`src/rtl/flash_cmd_pkg.sv`:
```
package flash_cmd_pkg;

   localparam int CMD_W = 8;

   localparam logic [CMD_W-1:0] C_RD_ARRAY  = 8'hFF;
   localparam logic [CMD_W-1:0] C_RD_STATUS = 8'h70;
   localparam logic [CMD_W-1:0] C_RD_IDENT  = 8'h90;
   localparam logic [CMD_W-1:0] C_CLR_SR    = 8'h50;
   localparam logic [CMD_W-1:0] C_ERASE     = 8'h20;
   localparam logic [CMD_W-1:0] C_PROG      = 8'h40;
   localparam logic [CMD_W-1:0] C_PROG_ALT  = 8'h10;
   localparam logic [CMD_W-1:0] C_LOCK_PFX  = 8'h60;
   localparam logic [CMD_W-1:0] C_SUSPEND   = 8'hB0;
   localparam logic [CMD_W-1:0] C_CONFIRM   = 8'hD0;
   localparam logic [CMD_W-1:0] C_LOCK_ONE  = 8'h01;
   localparam logic [CMD_W-1:0] C_LOCK_PERM = 8'hF1;

   typedef enum logic [1:0] {
      RM_ARRAY  = 2'd0,
      RM_STATUS = 2'd1,
      RM_IDENT  = 2'd2
   } rmode_e;

   typedef enum logic [2:0] {
      OK_NONE  = 3'd0,
      OK_ERASE = 3'd1,
      OK_PROG  = 3'd2,
      OK_LSET  = 3'd3,
      OK_PLOCK = 3'd4,
      OK_LCLR  = 3'd5
   } op_kind_e;

   typedef enum logic [1:0] {
      PD_NONE  = 2'd0,
      PD_ERASE = 2'd1,
      PD_PROG  = 2'd2,
      PD_LOCK  = 2'd3
   } pend_e;

   typedef enum logic [3:0] {
      CL_RESERVED,
      CL_RD_ARRAY,
      CL_RD_STATUS,
      CL_RD_IDENT,
      CL_CLR_SR,
      CL_ERASE_SETUP,
      CL_PROG_SETUP,
      CL_LOCK_SETUP,
      CL_SUSPEND,
      CL_CONFIRM,
      CL_LOCK_ONE,
      CL_LOCK_PERM
   } cmd_class_e;

endpackage

```
`src/rtl/flash_cmd_classify.sv`:
```
module flash_cmd_classify
   import flash_cmd_pkg::*;
#(
   parameter int CODE_W      = 8,
   parameter bit ALT_PROG_EN = 1'b1
) (
   input  logic [CODE_W-1:0] code,
   output cmd_class_e        cls
);

   initial begin
      if (CODE_W != CMD_W) $error("flash_cmd_classify: CODE_W must equal CMD_W");
   end

   cmd_class_e base_cls;

   always_comb begin
      unique case (code)
         C_RD_ARRAY:  base_cls = CL_RD_ARRAY;
         C_RD_STATUS: base_cls = CL_RD_STATUS;
         C_RD_IDENT:  base_cls = CL_RD_IDENT;
         C_CLR_SR:    base_cls = CL_CLR_SR;
         C_ERASE:     base_cls = CL_ERASE_SETUP;
         C_PROG:      base_cls = CL_PROG_SETUP;
         C_LOCK_PFX:  base_cls = CL_LOCK_SETUP;
         C_SUSPEND:   base_cls = CL_SUSPEND;
         C_CONFIRM:   base_cls = CL_CONFIRM;
         C_LOCK_ONE:  base_cls = CL_LOCK_ONE;
         C_LOCK_PERM: base_cls = CL_LOCK_PERM;
         default:     base_cls = CL_RESERVED;
      endcase
   end

   generate
      if (ALT_PROG_EN) begin : g_alt_prog
         assign cls = (code == C_PROG_ALT) ? CL_PROG_SETUP : base_cls;
      end else begin : g_no_alt_prog
         assign cls = base_cls;
      end
   endgenerate

endmodule

```
`src/rtl/flash_cmd_seq.sv`:
```
module flash_cmd_seq
   import flash_cmd_pkg::*;
#(
   parameter bit HOLD_IDENT = 1'b1
) (
   input  logic       clk,
   input  logic       rst_n,
   input  logic       strobe,
   input  cmd_class_e cls,
   input  logic       busy,
   input  logic       suspended,
   output logic       mode_we,
   output rmode_e     mode_nxt,
   output logic       op_fire,
   output op_kind_e   kind_nxt,
   output logic       err_fire,
   output logic       clr_fire,
   output logic       susp_fire,
   output logic       res_fire
);

   pend_e pend_q, pend_d;
   logic  hold;

   assign hold = busy && !suspended;

   always_ff @(posedge clk) begin
      if (!rst_n) pend_q <= PD_NONE;
      else        pend_q <= pend_d;
   end

   always_comb begin
      pend_d    = pend_q;
      mode_we   = 1'b0;
      mode_nxt  = RM_STATUS;
      op_fire   = 1'b0;
      kind_nxt  = OK_NONE;
      err_fire  = 1'b0;
      clr_fire  = 1'b0;
      susp_fire = 1'b0;
      res_fire  = 1'b0;
      if (strobe) begin
         unique case (pend_q)
            PD_ERASE: begin
               pend_d  = PD_NONE;
               mode_we = 1'b1;
               if (cls == CL_CONFIRM) begin
                  op_fire  = 1'b1;
                  kind_nxt = OK_ERASE;
               end else begin
                  err_fire = 1'b1;
               end
            end
            PD_PROG: begin
               pend_d   = PD_NONE;
               mode_we  = 1'b1;
               op_fire  = 1'b1;
               kind_nxt = OK_PROG;
            end
            PD_LOCK: begin
               pend_d  = PD_NONE;
               mode_we = 1'b1;
               unique case (cls)
                  CL_LOCK_ONE:  begin op_fire = 1'b1; kind_nxt = OK_LSET;  end
                  CL_LOCK_PERM: begin op_fire = 1'b1; kind_nxt = OK_PLOCK; end
                  CL_CONFIRM:   begin op_fire = 1'b1; kind_nxt = OK_LCLR;  end
                  default:      err_fire = 1'b1;
               endcase
            end
            default: begin
               unique case (cls)
                  CL_RD_ARRAY: begin
                     if (!hold) begin
                        mode_we  = 1'b1;
                        mode_nxt = RM_ARRAY;
                     end
                  end
                  CL_RD_STATUS: mode_we = 1'b1;
                  CL_RD_IDENT: begin
                     if (!(hold && HOLD_IDENT)) begin
                        mode_we  = 1'b1;
                        mode_nxt = RM_IDENT;
                     end
                  end
                  CL_CLR_SR:      clr_fire = !busy;
                  CL_ERASE_SETUP: begin pend_d = PD_ERASE; mode_we = 1'b1; end
                  CL_PROG_SETUP:  begin pend_d = PD_PROG;  mode_we = 1'b1; end
                  CL_LOCK_SETUP:  begin pend_d = PD_LOCK;  mode_we = 1'b1; end
                  CL_SUSPEND: begin
                     if (hold) begin
                        susp_fire = 1'b1;
                        mode_we   = 1'b1;
                     end
                  end
                  CL_CONFIRM: begin
                     if (suspended) begin
                        res_fire = 1'b1;
                        mode_we  = 1'b1;
                     end
                  end
                  default: ;
               endcase
            end
         endcase
      end
   end

endmodule

```
`src/rtl/flash_cmd_outreg.sv`:
```
module flash_cmd_outreg
   import flash_cmd_pkg::*;
#(
   parameter int AW = 20,
   parameter int DW = 16
) (
   input  logic          clk,
   input  logic          rst_n,
   input  logic [AW-1:0] addr_in,
   input  logic [DW-1:0] data_in,
   input  logic          mode_we,
   input  rmode_e        mode_nxt,
   input  logic          op_fire,
   input  op_kind_e      kind_nxt,
   input  logic          err_fire,
   input  logic          clr_fire,
   input  logic          susp_fire,
   input  logic          res_fire,
   output rmode_e        read_mode,
   output logic          op_start,
   output op_kind_e      op_kind,
   output logic [AW-1:0] op_addr,
   output logic [DW-1:0] op_data,
   output logic          seq_error,
   output logic          clear_flags,
   output logic          suspend_req,
   output logic          resume_req
);

   localparam int NPULSE = 5;

   logic [NPULSE-1:0] pulse_d, pulse_q;

   assign pulse_d = {op_fire, err_fire, clr_fire, susp_fire, res_fire};

   genvar gi;
   generate
      for (gi = 0; gi < NPULSE; gi++) begin : g_pulse
         always_ff @(posedge clk) begin
            if (!rst_n) pulse_q[gi] <= 1'b0;
            else        pulse_q[gi] <= pulse_d[gi];
         end
      end
   endgenerate

   assign {op_start, seq_error, clear_flags, suspend_req, resume_req} = pulse_q;

   always_ff @(posedge clk) begin
      if (!rst_n) begin
         read_mode <= RM_ARRAY;
         op_kind   <= OK_NONE;
         op_addr   <= '0;
         op_data   <= '0;
      end else begin
         if (mode_we) read_mode <= mode_nxt;
         if (op_fire) begin
            op_kind <= kind_nxt;
            op_addr <= addr_in;
            op_data <= data_in;
         end
      end
   end

endmodule

```
`src/rtl/flash_cmd_decoder.sv`:
```
module flash_cmd_decoder
   import flash_cmd_pkg::*;
#(
   parameter int AW          = 20,
   parameter int DW          = 16,
   parameter bit ALT_PROG_EN = 1'b1,
   parameter bit HOLD_IDENT  = 1'b1
) (
   input  logic          clk,
   input  logic          rst_n,
   input  logic          wr_en,
   input  logic [AW-1:0] wr_addr,
   input  logic [DW-1:0] wr_data,
   input  logic          seq_busy,
   input  logic          seq_suspended,
   output logic [1:0]    read_mode,
   output logic          op_start,
   output logic [2:0]    op_kind,
   output logic [AW-1:0] op_addr,
   output logic [DW-1:0] op_data,
   output logic          seq_error,
   output logic          clear_flags,
   output logic          suspend_req,
   output logic          resume_req
);

   initial begin
      if (DW < CMD_W) $error("flash_cmd_decoder: DW must hold a command byte");
      if (AW < 1)     $error("flash_cmd_decoder: AW must be positive");
   end

   cmd_class_e cls;
   logic       mode_we, op_fire, err_fire, clr_fire, susp_fire, res_fire;
   rmode_e     mode_nxt, mode_q;
   op_kind_e   kind_nxt, kind_q;

   flash_cmd_classify #(.CODE_W(CMD_W), .ALT_PROG_EN(ALT_PROG_EN)) u_cls (
      .code (wr_data[CMD_W-1:0]),
      .cls  (cls)
   );

   flash_cmd_seq #(.HOLD_IDENT(HOLD_IDENT)) u_seq (
      .clk       (clk),
      .rst_n     (rst_n),
      .strobe    (wr_en),
      .cls       (cls),
      .busy      (seq_busy),
      .suspended (seq_suspended),
      .mode_we   (mode_we),
      .mode_nxt  (mode_nxt),
      .op_fire   (op_fire),
      .kind_nxt  (kind_nxt),
      .err_fire  (err_fire),
      .clr_fire  (clr_fire),
      .susp_fire (susp_fire),
      .res_fire  (res_fire)
   );

   flash_cmd_outreg #(.AW(AW), .DW(DW)) u_out (
      .clk         (clk),
      .rst_n       (rst_n),
      .addr_in     (wr_addr),
      .data_in     (wr_data),
      .mode_we     (mode_we),
      .mode_nxt    (mode_nxt),
      .op_fire     (op_fire),
      .kind_nxt    (kind_nxt),
      .err_fire    (err_fire),
      .clr_fire    (clr_fire),
      .susp_fire   (susp_fire),
      .res_fire    (res_fire),
      .read_mode   (mode_q),
      .op_start    (op_start),
      .op_kind     (kind_q),
      .op_addr     (op_addr),
      .op_data     (op_data),
      .seq_error   (seq_error),
      .clear_flags (clear_flags),
      .suspend_req (suspend_req),
      .resume_req  (resume_req)
   );

   assign read_mode = mode_q;
   assign op_kind   = kind_q;

endmodule

```
`config.mk`:
```
export PLATFORM = sky130hd
export DESIGN_NAME = flash_cmd_decoder
export DESIGN_NICKNAME = d
export VERILOG_FILES = /design/src/rtl/flash_cmd_pkg.sv /design/src/rtl/flash_cmd_classify.sv /design/src/rtl/flash_cmd_seq.sv /design/src/rtl/flash_cmd_outreg.sv /design/src/rtl/flash_cmd_decoder.sv
export SDC_FILE = /design/constraint.sdc
export NUM_CORES = 1
export LEC_CHECK = 0
export BUFFER_PORTS_ARGS = -buffer_cell sky130_fd_sc_hd__buf_2
export CORE_MARGIN = 3
export CORE_UTILIZATION = 53
export DETAILED_ROUTE_END_ITERATION = 8
export GPL_TIMING_DRIVEN = 0
export PLACE_DENSITY_LB_ADDON = 0.15
export SKIP_LAST_GASP = 1
export SLEW_MARGIN = 20
export SYNTH_ARGS = -nofsm -noshare
export SYNTH_HDL_FRONTEND = slang
export SYNTH_SLANG_ARGS = --single-unit
```
`constraint.sdc`:
```
create_clock -name clk -period 6.6 [get_ports clk]
set_clock_uncertainty 0.15 [all_clocks]
set_input_delay 0.99 -clock clk [delete_from_list [all_inputs] [get_ports clk]]
set_output_delay 0.99 -clock clk [all_outputs]
set_load 0.005 [all_outputs]
```
Word level (Yosys, flattened, before mapping)
Cells that the tools add are included.
- equality and inequality tests: 26
- mux-type cells: 26
- bitwise gates (word level): 5
- reductions and logical operators: 13
- operators by type and width (operator ; count):
    4-bit case mux with 11 select lines ; 1
    8-bit == test, second input constant ; 5
    8-bit by 7-bit == test with 1-bit output, second input constant ; 4
    3-bit case mux with 3 select lines ; 2
    6-bit OR reduction ; 3
    4-bit by 3-bit == test with 1-bit output, second input constant ; 4
    4-bit == test, second input constant ; 4
    1-bit 2-to-1 mux ; 12
    4-bit by 2-bit == test with 1-bit output, second input constant ; 2
    8-bit by 1-bit == test with 1-bit output, second input constant ; 1
    8-bit by 5-bit == test with 1-bit output, second input constant ; 1
    8-bit by 6-bit == test with 1-bit output, second input constant ; 1
    2-bit 2-to-1 mux ; 4
    2-bit case mux with 3 select lines ; 1
    3-bit OR reduction ; 2
    1-bit inverter ; 5
    2-bit == test, second input constant ; 2
    4-bit by 1-bit == test with 1-bit output, second input constant ; 1
    4-bit 2-to-1 mux ; 1
    1-bit case mux with 4 select lines ; 1
    2-bit case mux with 2 select lines ; 1
    2-bit AND reduction ; 2
    4-bit nonzero test ; 1
    4-bit OR reduction ; 1
    other kinds (7) ; 8
- bits in registers: 48
- bits of input ports: 41
- output and inout bits: 46
- word-level logic and storage cells: 80

Logic depth before layout (Yosys ltp)
Gate-level depths: netlist (run 1).
- depth in word-level cells: 8
- depth in mapped cells: 8
- gate-level depth less buffers: 5

By module
A second synthesis (run 1) with hierarchy kept.
- cell total of the unflattened synthesis: 214
- area, all modules: 2218.4 sq um
- modules (own cells, without submodules) (module ; instances ; cells an instance ; area each (sq um) ; sequential area each (sq um)):
    flash_cmd_outreg ; 1 ; 143 ; 1731.7 ; 920.9
    flash_cmd_seq ; 1 ; 47 ; 324.1 ; 40.0
    flash_cmd_classify ; 1 ; 24 ; 162.7 ; 0.0

Worst setup path after synthesis (run 1)
Ideal clock, no wire load.
- path type: input-to-reg
- start point: input wr_data[0]
- end point: register u_out.read_mode[0]
- setup time: 0.119 ns
- data arrival time: 2.647 ns
- data required time: 6.331 ns
- path slack: 3.684 ns
- stages: 6
- path buffers: 1
- cells stage by stage: or4_4 > buf_6 > a2111o_1 > and3_1 > a32o_2 > o221a_1
- longest elaborated chain between the ends: 8
- elaborated cells on any way between the ends: 30
- classes of those cells: eq/ne: 20; mux: 8; reduce/logical: 2
- RTL lines (element ; RTL line ; text):
    start: declaration ; flash_cmd_decoder.sv:13 ; input logic [DW-1:0] wr_data,
    8-bit == test, or another cell as far along ; flash_cmd_classify.sv:18 ; unique case (code)
    4-bit case mux with 11 select lines ; flash_cmd_classify.sv:18 ;
    4-bit 2-to-1 mux (*) ; flash_cmd_classify.sv:36 ; assign cls = (code == C_PROG_ALT) ? CL_PROG_SETUP : base_cls;
    4-bit by 2-bit == test with 1-bit output, or another cell as far along ; flash_cmd_seq.sv:71 ; unique case (cls)
    4-bit OR reduction (no line) / 2-bit OR reduction (equally long branches) ; n/a ;
    1-bit case mux with 4 select lines ; flash_cmd_seq.sv:71 ;
    1-bit 2-to-1 mux ; flash_cmd_seq.sv:43 ; unique case (pend_q)
    1-bit 2-to-1 mux ; flash_cmd_seq.sv:42 ; if (strobe) begin
    end signal: assignment ; flash_cmd_outreg.sv:55 ; if (mode_we) read_mode <= mode_nxt;
    end: declaration ; flash_cmd_outreg.sv:19 ; output rmode_e read_mode,
Mark *: on every way between the ends. The rest lies on a longest branch, timed or not.
A chain may end at the register's enable or synchronous reset.

Worst setup path after layout (run 1)
- start point: input wr_data[0]
- end point: register u_out.op_addr[3]
- longest elaborated chain between the ends: 8
- elaborated cells on any way between the ends: 22
- classes of those cells: eq/ne: 15; mux: 6; reduce/logical: 1
- RTL lines (element ; RTL line ; text):
    8-bit == test, or another cell as far along ; flash_cmd_classify.sv:18 ;
    4-bit case mux with 11 select lines ; flash_cmd_classify.sv:18 ;
    4-bit 2-to-1 mux (*) ; flash_cmd_classify.sv:36 ;
    4-bit == test, on equally long branches ; flash_cmd_seq.sv:63, flash_cmd_seq.sv:47 ;
    3-bit OR reduction (no line) ; n/a ;
    1-bit 2-to-1 mux ; flash_cmd_seq.sv:63 ; unique case (cls)
    1-bit case mux with 3 select lines (*) ; flash_cmd_seq.sv:43 ;
    1-bit 2-to-1 mux (*) ; flash_cmd_seq.sv:42 ;
    end signal: assignment ; flash_cmd_outreg.sv:58 ; op_addr <= addr_in;
    end: declaration ; flash_cmd_outreg.sv:22 ; output logic [AW-1:0] op_addr,
Marks and branches as above.

==> out/results.txt, run 1 <==
CP required -> 6.68 ns
Crit-path cells -> buf_2, or4_4, buf_6, nor4_4, and2_1, o221a_1, buf_4, buf_8, mux2i_1
Dominant delay contributor by cell family on the critical path -> simple AND/OR/NAND/NOR gates
Quantity of gates resized following cts -> 0
Area leader, netlist -> dfxtp_1
Max_cap viols -> 0
Initial core utilization -> 56.3%
Worst Hold Class -> reg2reg
Total Routed Length -> 5.21 mm
Clock latency on the worst-skew pair -> 0.30 ns
GP Congestion -> 0.829
TNS Setup -> 0 ns
Global Route Usage Sum -> 20.7%
Vias -> 2101
Commonest non-fill, non-tap cell in the layout -> buf_2
Layout cell share with drive strength beyond 1 -> 30.2%
# DRC -> 0
First-pass GRT wire length -> 8.67 mm
Commonest non-fill, non-tap cells in the layout -> buf_2, nand2_1, dfxtp_1, mux2i_1, clkbuf_1
Post-synth top area share -> 41.5%
CTS H-tree depth -> 2
Initial antenna violation count -> 0
RSZ-0062 raised after global routing -> false
Sequential share of the synthesized area -> 41.5%
Final Hold Viols -> 0
Core Region -> 0.00412 mm²
Post-synth ARST share -> 0%
Clock Path Buffers -> 2
Clock tree sinks -> 48
Synthesized Nets -> 305
Dominant cells by area after synthesis -> dfxtp_1, mux2i_1, nand2_1
Hpwl dp -> 3.97 mm
Largest net degree at the start of global routing -> 16
R2R Path Start -> u_seq.pend_q[1]$_SDFFE_PN0P_
Worst Path Class, Setup -> in2reg
Worst Tran Pin Value -> 0.665 ns
Hold path cells -> 2
#FFs+latches synth -> 48
Number of synthesis warnings -> 0
Ys flop type -> dfxtp_1
Distinct cells, synth -> 46
EDFF count, synth -> 0
Die H -> 72.1 µm
R2r endpoint -> u_out.read_mode[0]$_SDFFE_PN0P_
Worst Hold End -> u_out.op_data[7]$_SDFFE_PN0P_
Detail Route Antenna Nets -> 0
CTS tree -> yes
VDD IR max -> 0.150 mV
Fin nets -> 398
Port bufs -> 86
Cell leakage power -> 0.00129 µW
IO Pins -> 87
Max Fclk -> 0.343 GHz
Chip width -> 72.1 µm
Worst setup SP type -> input pin
DRT Pass-1 Iters -> 4
Crit path capture type -> flop
Cell count after synthesis -> 264
Post-CTS setup buffers -> 0
Post-layout util -> 70.6%
Post-route clock period utilization -> 44.2%
Hold Startpoint -> u_out.op_data[7]$_SDFFE_PN0P_
Area growth, synth to finish -> 25.4%
Clk root buf -> clkbuf_8
Slew Viols, Final -> 0
Worst R2R Setup Slack -> 4.75 ns
Arr. time, crit path -> 2.99 ns
Rel. slew slack -> 55.3%
WL/cell -> 12.8 µm
Slowest stage delay, CP -> 0.53 ns
Vias in the first global route -> 1965
Antenna cell count -> 0
Post-route minimum period -> 2.92 ns
GRT Residual Overflow -> 0
Pwr dens -> 179 mW/mm²
Buf/Inv on CP -> 4
Worst Reg-to-Reg Cells -> 6
Drt via density -> 5.15
Synthesized cell area -> 0.00232 mm²
Std cell rows -> 23
DRT iter0 DRCs -> 68
Setup violations, final -> 0
Outcome -> finished, final reports clean
Synthesized area per cell -> 8.77 µm²
CTS Buf Count -> 5
Clock transition at the registers of the reported paths -> 0.08 ns
Die area -> 0.00520 mm²
Critical path's slowest cell -> or4_4
Crit Path Max Fanout -> 10
CTS Hold Bufs -> 0
## sequential cells by signal (all words and copies together) (netlist names)
| name | flops |
|---|---|
| u_out.clear_flags | 1 |
| u_out.op_addr | 20 |
| u_out.op_data | 16 |
| u_out.op_kind | 3 |
| u_out.op_start | 1 |
| u_out.read_mode | 2 |
| u_out.resume_req | 1 |
| u_out.seq_error | 1 |
| u_out.suspend_req | 1 |
| u_seq.pend_q | 2 |
## worst min-delay path, cell delays in order (launching register included)
cell and delay (ns):
dfxtp_1 0.31, nand2_1 0.05, mux2i_1 0.05
## routing by layer
metal  GRT usage [%]  routed length, µm
met1            25.9               2380
met2            34.4               2390
met5               0                  0
met4            5.64                 53
met3            6.65                387
## final cells by class
cell class	count	area (µm²)
Clock inverter	2	13.8
Clock buffer	6	82.6
Buffer	21	134
Multi-Input combinational cell	193	1210
Fill cell	325	1210
Sequential cell	48	961
Inverter	2	7.51
Timing Repair Buffer	86	430
Tap cell	50	62.6
## Yosys cell counts, drive strengths merged, types with 2 or more instances
master   n
nand2   86
dfxtp   48
mux2i   42
clkbuf  12
buf      9
nand3    5
nor2     5
nor4     5
nand2b   4
o21ai    4
a21oi    3
and3     3
nor3     3
and2     2
and4     2
inv      2
nor2b    2
o21a     2
o21bai   2
o221a    2
or3      2
or4b     2
## worst max path at each step
stage / from / end / slack, ns / cells past startpoint
2_1_floorplan: wr_data[0] / u_out.read_mode[0]$_SDFFE_PN0P_ / 3.68 / 6
3_3_place_gp: wr_data[0] / u_out.op_addr[8]$_SDFFE_PN0P_ / 3.41 / 9
3_5_place_dp: wr_data[0] / u_out.op_addr[11]$_SDFFE_PN0P_ / 3.39 / 9
4_1_cts: wr_data[0] / u_out.op_addr[3]$_SDFFE_PN0P_ / 3.69 / 9
5_1_grt: wr_data[5] / u_out.op_data[2]$_SDFFE_PN0P_ / 3.57 / 8
6_report: wr_data[0] / u_out.op_addr[3]$_SDFFE_PN0P_ / 3.68 / 9
## cell families (layout without fill, tap and decap cells)
logic type	Yosys count	count (layout)	synth area share [%]
multiplexers	42	42	18.2
XOR/XNOR	1	1	0.378
flip-flops	48	48	41.5
AND/OR/NAND/NOR	126	126	25.6
buffers and inverters	23	117	6.10
AO/OA/AOI/OAI	24	24	8.32
## report_power, final
part	internal, µW	switching, µW
Combinational	20.1	29.1
Sequential	290	0.328
Clock	85.7	95.7
Total	395	125
## per-stage QoR
step,hold WS (ns),cells,setup WS (ns),total power [µW],area [µm²]
after floorplan,0.301,264,3.68,324,2320
after global placement,0.290,400,3.41,345,2810
after detailed placement,0.294,400,3.39,346,2810
after CTS,0.309,408,3.69,527,2910
after global routing,0.330,408,3.57,545,2910
final,0.303,408,3.68,521,2910
(Power assumes the default switching activity.)
==> run 2: changes to the inputs <==
- CORE_UTILIZATION: 53 -> 44
- clock period: 6.6 -> 2.4 ns (I/O delays scaled with it)
==> run 2 against run 1 <==
Worst setup slack got worse by 3.5 ns. First-iteration DRC count is the same. Global-route usage down 2.0 points. Total power rose to 2.7 times the previous value. Design area grew 0.86%. Utilization decreased by 11 points. Register-to-register slack got worse by 4.2 ns. Via count is 0.76% lower. Combinational power rose to 2.8 times the previous value. Non-clock buffer count is the same. Largest power group unchanged.
==> out/results.txt, run 2 (synthesis gave the netlist of run 1 again) <==
Std cell rows -> 25
Initial core utilization -> 47.2%
Commonest non-fill, non-tap cells in the layout -> buf_2, nand2_1, dfxtp_1, mux2i_1, clkbuf_1
Antenna cell count -> 0
Chip width -> 78.6 µm
Final Hold Viols -> 0
Worst Hold End -> u_out.clear_flags$_SDFF_PP0_
Finished layout cell area -> 0.00293 mm²
Fin nets -> 398
Pre-CTS setup slack -> -0.188 ns
Largest net degree at the start of global routing -> 15
CTS H-tree depth -> 2
Outcome -> finished, final reports clean
Worst Hold Class -> in2reg
Drt via density -> 4.91
CP required -> 2.48 ns
Worst Path Class, Setup -> in2reg
Pwr dens -> 487 mW/mm²
Post-route clock period utilization -> 94.3%
Post-route minimum period -> 2.26 ns
Commonest non-fill, non-tap cell in the layout -> buf_2
Layout cell share with drive strength beyond 1 -> 30.2%
Crit path capture type -> flop
GP Congestion -> 0.788
Regs by FF count -> u_out.op_addr x20, u_out.op_data x16, u_out.op_kind x3
Max Fclk -> 0.442 GHz
Setup violations, final -> 0
Worst Tran Pin Value -> 0.501 ns
WL/cell -> 13.2 µm
RSZ-0062 raised after global routing -> false
Worst Reg-to-Reg Cells -> 6
Post-placement cell area -> 0.00283 mm²
Cell leakage power -> 0.00128 µW
Clock tree sinks -> 48
GRT Residual Overflow -> 0
Hold Startpoint -> seq_busy
First-pass GRT wire length -> 9.27 mm
Hpwl dp -> 4.21 mm
Area growth, synth to finish -> 26.5%
# DRC -> 0
Post-CTS setup buffers -> 0
Final WS setup -> 0.136 ns
Vias -> 2085
Initial antenna violation count -> 0
DRT iter0 DRCs -> 68
Global Route Usage Sum -> 18.7%
DRT Pass-1 Iters -> 4
Clock latency on the worst-skew pair -> 0.30 ns
Crit Path Max Fanout -> 10
Port bufs -> 86
Slew Viols, Final -> 0
IO Pins -> 87
Arr. time, crit path -> 2.34 ns
Max_cap viols -> 0
Core Region -> 0.00491 mm²
R2R Path Start -> u_seq.pend_q[1]$_SDFFE_PN0P_
Max FFs per register -> 20
Rel. slew slack -> 66.3%
VDD IR max -> 0.290 mV
Vias in the first global route -> 1970
R2r endpoint -> u_out.read_mode[0]$_SDFFE_PN0P_
CTS Buf Count -> 5
Worst R2R Setup Slack -> 0.51 ns
CTS tree -> yes
Clock Path Buffers -> 2
Hold path cells -> 2
Clock transition at the registers of the reported paths -> 0.08 ns
Die area -> 0.00617 mm²
Largest register by flop count -> u_out.op_addr
Clk root buf -> clkbuf_8
Detail Route Antenna Nets -> 0
Die H -> 78.6 µm
Total Routed Length -> 5.59 mm
Worst setup SP type -> input pin
[run 2: cell count changes in the layout (fill, tap and decap cells not counted)]
| cell | before | now |
|---|---|---|
| clkinvlp_4 | 0 | 1 |
| nor4_1 | 4 | 3 |
| inv_6 | 1 | 0 |
| clkbuf_1 | 12 | 13 |
| nor4_2 | 0 | 1 |
| clkinv_2 | 1 | 0 |
[run 2: what timing repair did]
item	CTS	global route
endpoints found under the setup margin	0	39
hold buffers	0	0
resized for setup	0	1
[run 2: worst max-delay path, cell delays in order]
cell	delay, ns
buf_2	0.13
or4_4	0.53
buf_6	0.15
nor4_4	0.29
and2_1	0.18
o221a_1	0.17
buf_4	0.16
buf_6	0.18
mux2i_1	0.20
[run 2: final cells by class]
type,instances,area (µm²)
clock buffers,7,86.3
inverters,2,7.51
fillers,456,1980
plain buffers,21,134
repair buffers,86,430
well taps,67,83.8
clock inverters,1,7.51
flip-flops and latches,48,961
multi-input cells,193,1220
[run 2: worst max path at each step]
stage                          start                               to  slack, ns  depth (start not counted)
final                     wr_data[0]   u_out.op_addr[11]$_SDFFE_PN0P_       0.14                          9
after global routing      wr_data[0]   u_out.op_addr[11]$_SDFFE_PN0P_       0.04                          9
after CTS                 wr_data[0]   u_out.op_addr[11]$_SDFFE_PN0P_       0.13                          9
after detailed placement  wr_data[0]   u_out.op_addr[11]$_SDFFE_PN0P_      -0.19                          9
after global placement    wr_data[0]   u_out.op_addr[11]$_SDFFE_PN0P_      -0.15                          9
after floorplan           wr_data[0]  u_out.read_mode[0]$_SDFFE_PN0P_       0.11                          6
[run 2: power breakdown]
part	switching [µW]	internal, µW	leakage (µW)
combinational	82.5	55.5	0.000848
clock	259	234	0.0000445
sequential	0.887	796	0.000386
total	342	1090	0.00128
[run 2: stage by stage]
stage	utilization [%]	total power, µW	TNS [ns]	hold slack, ns	instances
floorplan	-	892	0	0.288	264
global placement	57.6	950	-5.43	0.289	417
detailed placement	57.6	953	-5.74	0.293	417
CTS	59.5	1450	0	0.0875	425
global route	59.7	1500	0	0.107	425
finish	59.7	1430	0	0.0952	425
[run 2: layer usage]
metal	GRT usage (%)	part of all wire, %
met4	5.24	1.3
met3	5.73	7.6
met2	31.0	47
met5	0	0
met1	23.3	44
==> run 3: changes to the inputs <==
- ABC_AREA: not set -> 1
- CORE_UTILIZATION: 44 -> 43
==> run 3 against run 2 <==
Utilization is 0.95 points lower. Sequential share of layout area is 3.5 points higher. Global-route usage is 1.2 points lower. Flip-flop and latch count stayed put. Via count is 0.91% lower. Sequential power hardly changed. Design area is 9.7% lower. Worst setup slack better by 0.61 ns. Largest power group unchanged. Wire length is 14% lower. Highest routed layer unchanged.
==> out/results.txt, run 3 <==
Area growth, synth to finish -> 27.7%
First-pass GRT wire length -> 7.65 mm
CTS H-tree depth -> 2
CTS Hold Bufs -> 0
Quantity of gates resized following cts -> 0
CP required -> 2.44 ns
Outcome -> finished, final reports clean
Most numerous cell in the Yosys netlist -> nor2_1
Largest register by flop count -> u_out.op_addr
Max FFs per register -> 20
Clk root buf -> clkbuf_8
Max Fclk -> 0.606 GHz
Post-synth top area share -> 46.4%
Global Route Usage Sum -> 17.5%
Clock share of power -> 32.8%
Vias in the first global route -> 1825
Footprint of the multi-input gates -> 941 µm²
Pwr dens -> 507 mW/mm²
XOR/XNOR share of the synthesized area -> 0%
# DRC -> 0
Post-synth ARST share -> 0%
#FFs+latches synth -> 48
Clock Path Buffers -> 2
Core Region -> 0.00450 mm²
Cell count after synthesis -> 294
Final Hold Viols -> 0
Crit Path Max Fanout -> 10
Hpwl dp -> 3.76 mm
Distinct cells, synth -> 25
GRT Residual Overflow -> 0
Vias -> 2066
VDD IR max -> 0.254 mV
Clock tree sinks -> 48
Internal power -> 1040 µW
Arr. time, crit path -> 1.69 ns
Post-CTS setup buffers -> 0
Post-route clock period utilization -> 68.7%
Layout cell share with drive strength beyond 1 -> 29.5%
Slew Viols, Final -> 0
IO Pins -> 87
Compound-Gate Fraction of Synth Area -> 11.2%
Worst Hold Class -> in2reg
Initial antenna violation count -> 0
Top cells by count, synth -> nor2_1, dfxtp_1, nand2_1
Antenna cell count -> 0
Total Routed Length -> 4.80 mm
EDFF count, synth -> 0
Synthesized area per cell -> 7.05 µm²
Rel. slew slack -> 71.5%
Synthesized Nets -> 335
Commonest non-fill, non-tap cell in the layout -> nor2_1
Post-synthesis mux area share -> 0%
DRT iter0 DRCs -> 48
Ys flop type -> dfxtp_1
Dominant cells by area after synthesis -> dfxtp_1, nor2_1, nand2_1
Switching Fraction -> 22.5%
Setup violations, final -> 0
Detail Route Antenna Nets -> 0
P_sw -> 301 µW
Largest net degree at the start of global routing -> 14
Fin nets -> 428
CTS Buf Count -> 5
Worst setup SP type -> input pin
Die area -> 0.00569 mm²
Finished layout cell area -> 0.00265 mm²
DRT Pass-1 Iters -> 4
Sequential share of the synthesized area -> 46.4%
Comb power frac -> 7.6%
Clock transition at the registers of the reported paths -> 0.08 ns
Clock latency on the worst-skew pair -> 0.29 ns
Seq. cell area -> 961 µm²
Regs by FF count -> u_out.op_addr x20, u_out.op_data x16, u_out.op_kind x3
Std cell rows -> 24
Post-placement cell area -> 0.00257 mm²
Max_cap viols -> 0
Port bufs -> 86
Post-route minimum period -> 1.65 ns
Main combinational cell family by area after synthesis -> simple AND/OR/NAND/NOR gates
Chip width -> 75.4 µm
GP Congestion -> 0.857
Area leader, netlist -> dfxtp_1
Sequential power share -> 59.6%
Worst Tran Pin Value -> 0.427 ns
Post-Synth Adder-Cell Area -> 0%
Fillers -> 466
Die H -> 75.4 µm
Commonest non-fill, non-tap cells in the layout -> nor2_1, buf_2, dfxtp_1, nand2_1, o21ai_0
Synthesized cell area -> 0.00207 mm²
Number of synthesis warnings -> 0
WL/cell -> 10.9 µm
Worst Path Class, Setup -> in2reg
RSZ-0062 raised after global routing -> false
Initial core utilization -> 46.0%
Simple-gate share of the synthesized area -> 34.2%
TNS Setup -> 0 ns
Hold Slack -> 0.147 ns
Crit path capture type -> flop
Drt via density -> 4.71
CTS tree -> yes
Cell leakage power -> 0.00131 µW
run 3: cell types whose count changed in the layout (fill, tap and decap cells not counted), moves of 8 or more:
cell	previous run	this run
nor2_1	5	101
nand2_1	86	38
mux2i_1	42	0
o21ai_0	1	23
o21ai_1	3	19
inv_1	2	17
clkbuf_1	13	5
run 3: path summary, 6_finish.rpt:
check / startpoint / endpoint / slack, ns / cells after the start
worst min-delay path: wr_addr[19] / u_out.op_addr[19]$_SDFFE_PN0P_ / 0.15 / 3
worst max-delay path: wr_data[5] / u_out.op_data[4]$_SDFFE_PN0P_ / 0.75 / 14
worst max register to register: u_seq.pend_q[0]$_SDFFE_PN0P_ / u_seq.pend_q[1]$_SDFFE_PN0P_ / 0.85 / 7
worst min register to register: u_out.read_mode[0]$_SDFFE_PN0P_ / u_out.read_mode[0]$_SDFFE_PN0P_ / 0.32 / 2
run 3: worst max-delay path, cell delays in order:
cell	delay, ns
buf_2	0.12
inv_1	0.08
nand2_2	0.09
nor2_4	0.12
nand2_2	0.09
inv_2	0.07
nand2_1	0.06
nand2_1	0.08
inv_2	0.04
nor2_4	0.09
nand2_4	0.08
buf_2	0.19
o21ai_0	0.16
nor2_1	0.06
run 3: power groups by stage:
| stage | logic [µW] | registers [µW] | clock network [µW] |
|---|---|---|---|
| final | 102 | 798 | 440 |
| after detailed placement | 102 | 817 | 0 |
| after global routing | 117 | 799 | 493 |
| after floorplan | 50.9 | 817 | 0 |
| after global placement | 101 | 817 | 0 |
| after CTS | 102 | 798 | 461 |
run 3: cells by family (layout without fill, tap and decap cells):
family / after synthesis / after routing
and+or+nand+nor: 166 / 166
buffers and inverters: 34 / 127
AOI/OAI and AO/OA: 46 / 46
DFF: 48 / 48
run 3: cell type report:
| cell class | instances | area share (%) |
|---|---|---|
| tap | 52 | 2.46 |
| timing repair buffer | 86 | 16.3 |
| clock buffer | 6 | 2.74 |
| multi-input combinational | 212 | 35.6 |
| inverter | 22 | 3.31 |
| sequential | 48 | 36.3 |
| clock inverter | 1 | 0.189 |
| buffer | 12 | 3.12 |
run 3: layer usage:
layer / GRT usage, % / part of all wire (%) / vias to the layer above
li1: - / - / 1109
met1: 20.7 / 45 / 892
met2: 29.5 / 45 / 58
met3: 5.94 / 8.2 / 7
met4: 5.83 / 1.4 / 0
met5: 0 / 0 / -
run 3: per-stage QoR:
| step | std cells | setup WS, ns | util, % | power [µW] |
|---|---|---|---|---|
| 6_report | 439 | 0.750 | 58.7 | 1340 |
| 3_5_place_dp | 432 | 0.444 | 57.0 | 919 |
| 5_1_grt | 439 | 0.528 | 58.7 | 1410 |
| 3_3_place_gp | 432 | 0.475 | 57.0 | 918 |
| 4_1_cts | 439 | 0.758 | 58.7 | 1360 |
| 2_1_floorplan | 294 | 0.744 | - | 868 |
